### src/rtl/refresh_sched_pkg.sv
package refresh_sched_pkg;
  // Strobes from interval control to debt datapath
  typedef struct packed {
    logic expire;   // interval elapsed this cycle
    logic burst;    // step size select for this expiry
    logic consume;  // accepted acknowledge
    logic clear;    // generation disabled
  } refStrobe_t;
endpackage

### src/rtl/refresh_ctrl.sv
module refresh_ctrl
  import refresh_sched_pkg::*;
#(
  parameter int SINGLE_CLKS = 3125,
  parameter int BURST_MULT  = 8
) (
  input  logic       clk,
  input  logic       rstN,
  input  logic       enable,
  input  logic       burstSel,
  input  logic       refAck,
  input  logic       pendNonZero,
  output refStrobe_t strobe
);
  localparam int BURST_CLKS = SINGLE_CLKS * BURST_MULT;
  localparam int CNT_W      = $clog2(BURST_CLKS + 1);
  localparam logic [CNT_W-1:0] SINGLE_LAST = CNT_W'(SINGLE_CLKS - 1);
  localparam logic [CNT_W-1:0] BURST_LAST  = CNT_W'(BURST_CLKS - 1);

  logic [CNT_W-1:0] intervalCnt;
  logic [CNT_W-1:0] lastCount;
  logic             expireNow;

  assign lastCount = burstSel ? BURST_LAST : SINGLE_LAST;
  // >= so a mode switch to a shorter interval expires at once
  assign expireNow = enable && (intervalCnt >= lastCount);

  always_ff @(posedge clk) begin
    if (!rstN || !enable || expireNow) intervalCnt <= '0;
    else                               intervalCnt <= intervalCnt + 1'b1;
  end

  always_comb begin
    strobe.expire  = expireNow;
    strobe.burst   = burstSel;
    strobe.consume = enable && refAck && pendNonZero;
    strobe.clear   = !enable;
  end
endmodule

### src/rtl/refresh_dp.sv
module refresh_dp
  import refresh_sched_pkg::*;
#(
  parameter int BURST_MULT = 8,
  parameter int MAX_PEND   = 20,
  parameter int PEND_W     = $clog2(MAX_PEND + 1)
) (
  input  logic              clk,
  input  logic              rstN,
  input  refStrobe_t        strobe,
  output logic [PEND_W-1:0] pendCount,
  output logic              pendNonZero,
  output logic              overflow
);
  localparam int SUM_W = $clog2(MAX_PEND + BURST_MULT + 1);

  logic [PEND_W-1:0] pendQ;
  logic              ovfQ;
  logic [SUM_W-1:0]  stepVal;
  logic [SUM_W-1:0]  sumVal;
  logic              clipNow;
  logic [PEND_W-1:0] pendNext;

  assign stepVal = strobe.burst ? SUM_W'(BURST_MULT) : SUM_W'(1);
  assign sumVal  = SUM_W'(pendQ) + stepVal - SUM_W'(strobe.consume);
  assign clipNow = strobe.expire && (sumVal > SUM_W'(MAX_PEND));

  always_comb begin
    if (strobe.clear)       pendNext = '0;
    else if (clipNow)       pendNext = PEND_W'(MAX_PEND);
    else if (strobe.expire) pendNext = PEND_W'(sumVal);
    else                    pendNext = pendQ - PEND_W'(strobe.consume);
  end

  always_ff @(posedge clk) begin
    if (!rstN) begin
      pendQ <= '0;
      ovfQ  <= 1'b0;
    end else begin
      pendQ <= pendNext;
      if (clipNow) ovfQ <= 1'b1;
    end
  end

  assign pendCount   = pendQ;
  assign pendNonZero = |pendQ;
  assign overflow    = ovfQ;
endmodule

### src/rtl/refresh_sched.sv
module refresh_sched
  import refresh_sched_pkg::*;
#(
  parameter int MEM_MHZ    = 400,
  parameter int BURST_MULT = 8,
  parameter int MAX_PEND   = 20,
  parameter int PEND_W     = $clog2(MAX_PEND + 1)
) (
  input  logic              clk,
  input  logic              rstN,
  input  logic              enable,
  input  logic              burstSel,
  input  logic              refAck,
  output logic              refReq,
  output logic [PEND_W-1:0] pendCount,
  output logic              overflow
);
  // 8192 refreshes per 64 ms window
  localparam int SINGLE_CLKS = (64000 * MEM_MHZ) / 8192;

  refStrobe_t strobe;
  logic       pendNonZero;

  refresh_ctrl #(
    .SINGLE_CLKS(SINGLE_CLKS),
    .BURST_MULT (BURST_MULT)
  ) u_ctrl (
    .clk        (clk),
    .rstN       (rstN),
    .enable     (enable),
    .burstSel   (burstSel),
    .refAck     (refAck),
    .pendNonZero(pendNonZero),
    .strobe     (strobe)
  );

  refresh_dp #(
    .BURST_MULT(BURST_MULT),
    .MAX_PEND  (MAX_PEND),
    .PEND_W    (PEND_W)
  ) u_dp (
    .clk        (clk),
    .rstN       (rstN),
    .strobe     (strobe),
    .pendCount  (pendCount),
    .pendNonZero(pendNonZero),
    .overflow   (overflow)
  );

  assign refReq = pendNonZero;
endmodule

### config.mk
export PLATFORM = sky130hd
export DESIGN_NAME = refresh_sched
export DESIGN_NICKNAME = d
export VERILOG_FILES = /design/src/rtl/refresh_sched_pkg.sv /design/src/rtl/refresh_ctrl.sv /design/src/rtl/refresh_dp.sv /design/src/rtl/refresh_sched.sv
export SDC_FILE = /design/constraint.sdc
export NUM_CORES = 1
export LEC_CHECK = 0
export BUFFER_PORTS_ARGS = -buffer_cell sky130_fd_sc_hd__buf_2
export CAP_MARGIN = 10
export CORE_MARGIN = 4
export CORE_UTILIZATION = 59
export CTS_CLUSTER_DIAMETER = 80
export DETAILED_ROUTE_END_ITERATION = 10
export GPL_TIMING_DRIVEN = 0
export HOLD_SLACK_MARGIN = 0.03
export PLACE_DENSITY = 0.79
export SLEW_MARGIN = 5
export SYNTH_ARGS = -nofsm -noshare
export SYNTH_HDL_FRONTEND = slang
export SYNTH_SLANG_ARGS = --single-unit
### constraint.sdc
create_clock -name clk -period 3.4 [get_ports clk]
set_clock_uncertainty 0.05 [all_clocks]
set_input_delay 0.17 -clock clk [delete_from_list [all_inputs] [get_ports clk]]
set_output_delay 0.17 -clock clk [all_outputs]
set_load 0.03 [all_outputs]
==> results.yml <==
clock_tree:
  h-tree-depth: 1
  cts_hold_buf: 0
  post_cts_buffers: 0
  clkTransAtPathRegs_ns: 0.11
  cts_buffers: 3
  cts_root_buffer: "clkbuf_4"
  cts_buffer_depth: 2
  clkLatencyLatePin_ns: 0.30
  cts_sinks: 21
  cts_tree: "built"
power_and_ir_drop:
  p_leak_nw: 0.714
  netSwitchingFraction_pct: 24.4
  switchingPower_mw: 0.100
  p_int_mw: 0.310
  report.power.total_mw: 0.410
  irDropWorstVdd_mv: 0.281
  seqPwrFrac_pct: 60.5
  p_per_area_nw_per_um2: 255
  power.share.clock_pct: 29.5
  p_comb_share_pct: 10.0
critical_path:
  path_delay_family: "simple AND/OR/NAND/NOR gates"
  path_buf_inv: 1
  critPathRequiredTime_ns: 3.58
  crit_chain: "nor3_1 > nand2_1 > and3_1 > ha_1 > inv_1 > ha_1 > fa_1 > nand2b_1 > a21oi_1 > xnor2_2 > or3b_2 > mux2i_1"
  crit_top_cell: "ha_1"
  cpMaxStageDelayCell: "or3b_2"
  worstSetupPathType: "reg -> reg"
  critPathCaptureType: "flip-flop"
  cp-start-kind: "flip-flop"
  max_stage_delay_ns: 0.48
  arrival_ns: 3.31
  crit_path_max_fanout: 6
logic_synthesis:
  synth-xor-area-share_pct: 11.3
  synth_cells: 168
  synth-simple-area-share_pct: 25.6
  synth-edff-count: 0
  synthArstFlopShare_pct: 0
  syn_avg_cell_area_sq_um: 8.74
  ys_seq_elements: 21
  synth_top_family_by_area: "simple AND/OR/NAND/NOR gates"
  synth_mux_area_share_pct: 1.36
  synth_compound_area_share_pct: 12.3
  ys_warn_count: 0
  syn_nets: 192
  synthAdderAreaFrac_pct: 16.7
  yosys.cell_types.count: 44
  ys.flop_type: "dfxtp_1"
  syn-cell-area_sq_um: 1470
  ys_seq_area_share_pct: 28.6
drt:
  vias: 1211
  first_pass_iters: 4
  final_antenna_net_count: 0
  drc: 0
  drtIter0Drc: 34
  wl_per_cell_um: 13.8
  vias_per_cell: 5.74
  wl_um: 2910
floorplanning:
  die_x_um: 57.9
  start_util_pct: 63.9
  core_area_sq_um: 2300
  pin_count: 12
  rows: 17
  dieHeight_um: 57.9
  dieArea_sq_um: 3350
timing:
  fin_tns_setup_ns: 0
  setup_viol: 0
  fin_crit_sh_pct: 91.8
  final-max-slew-violation-count: 0
  fmax_mhz: 320
  period_minus_slack_ns: 3.12
  worstMarginPinSlew_ns: 0.567
  hold_ws_ns: 0.0427
  hold_violations: 0
  rsz0062_at_grt: "false"
  max_slew_margin_pct: 61.9
global_routing:
  grt_max_degree: 12
  overflow: 0
  grt_pass1_vias: 1203
  grt_pass1_wl_um: 5290
  antenna_found_initial: 0
  grt_usage_pct: 19.7
status:
  status: "complete, no violations"
place:
  placed_cells: 207
  placed_area_sq_um: 1560
  gp_congestion: 0.815
  io_buffers: 11
  dpl.hpwl_um: 2310
finish:
  drive_gt1_share_pct: 13.7
  nets: 208
  n_fill_cell: 182
  area_growth_pct: 9.45
  final_area_sq_um: 1610
  diodes: 0
  layout.cells.non_filler: 211
min_path:
  holdCritPathClass: "in -> reg"
flow_run:
  maxCapViolCount: 0
-- cells in the final DEF, fill, tap and decap left out, drive strengths merged, types with 2 or more instances in the layout --
cell type / instances
a211o: 2
a21oi: 7
and2: 3
and3: 3
buf: 12
clkbuf: 5
dfxtp: 21
ha: 18
inv: 13
mux2i: 2
nand2: 15
nand2b: 2
nand3: 8
nand4: 2
nand4b: 2
nor2: 21
nor3: 4
o211a: 2
o211ai: 2
o21ai: 3
xnor2: 8
xor2: 11
-- routing by layer --
metal  vias up  GRT usage (%)  wire, um
li1        617              -         -
met1       560           23.9      1310
met2        27           35.0      1440
met3         7           4.45       112
met4         0           4.64        43
met5         -              0         0
-- stage by stage --
step | setup slack [ns] | util, %
floorplan | 0.167 | -
detailed placement | 0.0229 | 67.9
global placement | 0.172 | 67.9
global route | 0.0317 | 70.0
CTS | 0.128 | 69.3
finish | 0.278 | 70.0
-- power groups by stage --
stage	clock, mW	sequential [mW]	combinational [mW]
after floorplan	0	0.254	0.0279
after global placement	0	0.254	0.0369
after detailed placement	0	0.254	0.0387
after CTS	0.124	0.248	0.0394
after global routing	0.133	0.248	0.0469
final	0.121	0.248	0.0412
-- cells by family (layout without fill, tap and decap cells) --
| kind of cell | after synthesis | after routing |
|---|---|---|
| buf+inv | 15 | 30 |
| mux | 2 | 2 |
| simple gates | 68 | 68 |
| flops | 21 | 21 |
| xor+xnor | 19 | 19 |
| fa+ha+maj | 19 | 19 |
| compound gates | 24 | 24 |
-- area by class of cell --
| type | count | area (sq um) | share of cell area (%) |
|---|---|---|---|
| flip-flops and latches | 21 | 420 | 26.1 |
| clock buffers | 4 | 26.3 | 1.63 |
| multi-input cells | 132 | 1010 | 62.9 |
| plain buffers | 2 | 11.3 | 0.700 |
| inverters | 13 | 48.8 | 3.04 |
| well taps | 28 | 35.0 | 2.18 |
| repair buffers | 11 | 55.1 | 3.42 |
-- what timing repair did --
action	in CTS	in global routing
pin swaps	0	0
gates resized for setup	1	2
endpoints found under the setup margin	1	2
-- synth_stat cells, types with 2 or more instances --
library cell / count / area share (%)
and2_1: 3 / 1.3
a211o_1: 2 / 1.2
nand3_1: 7 / 2.4
nand2b_1: 2 / 0.85
a21oi_1: 7 / 2.4
nand2_1: 15 / 3.8
nor3_1: 4 / 1.4
nand4_1: 2 / 0.85
ha_1: 18 / 15
xnor2_1: 8 / 4.8
mux2i_1: 2 / 1.4
and3_1: 2 / 0.85
o211a_1: 2 / 1.4
inv_1: 13 / 3.3
nor2_1: 20 / 5.1
o21ai_0: 3 / 1.0
xor2_1: 11 / 6.6
dfxtp_1: 21 / 29
-- flip-flops by register name (all words and copies together) (netlist names) --
register,flops
u_ctrl.intervalCnt,15
u_dp.pendCount,5
u_dp.overflow,1
-- worst min-delay path: cells and delay by family --
family / cells / cell delay (ns)
compound gates: 1 / 0.04
buf+inv: 1 / 0.09
simple gates: 1 / 0.06
-- worst paths after layout --
path	slack (ns)	to	startpoint	cells after the start
max	0.28	u_dp.pendCount[3]$_SDFF_PP0_	u_dp.pendCount[4]$_SDFF_PN0_	12
min	0.04	u_dp.overflow$_SDFFE_PN0P_	rstN	3
max reg2reg	0.28	u_dp.pendCount[3]$_SDFF_PP0_	u_dp.pendCount[4]$_SDFF_PN0_	12
min reg2reg	0.41	u_dp.overflow$_SDFFE_PN0P_	u_dp.overflow$_SDFFE_PN0P_	2
No activity file was read; power rests on OpenSTA's default activity.
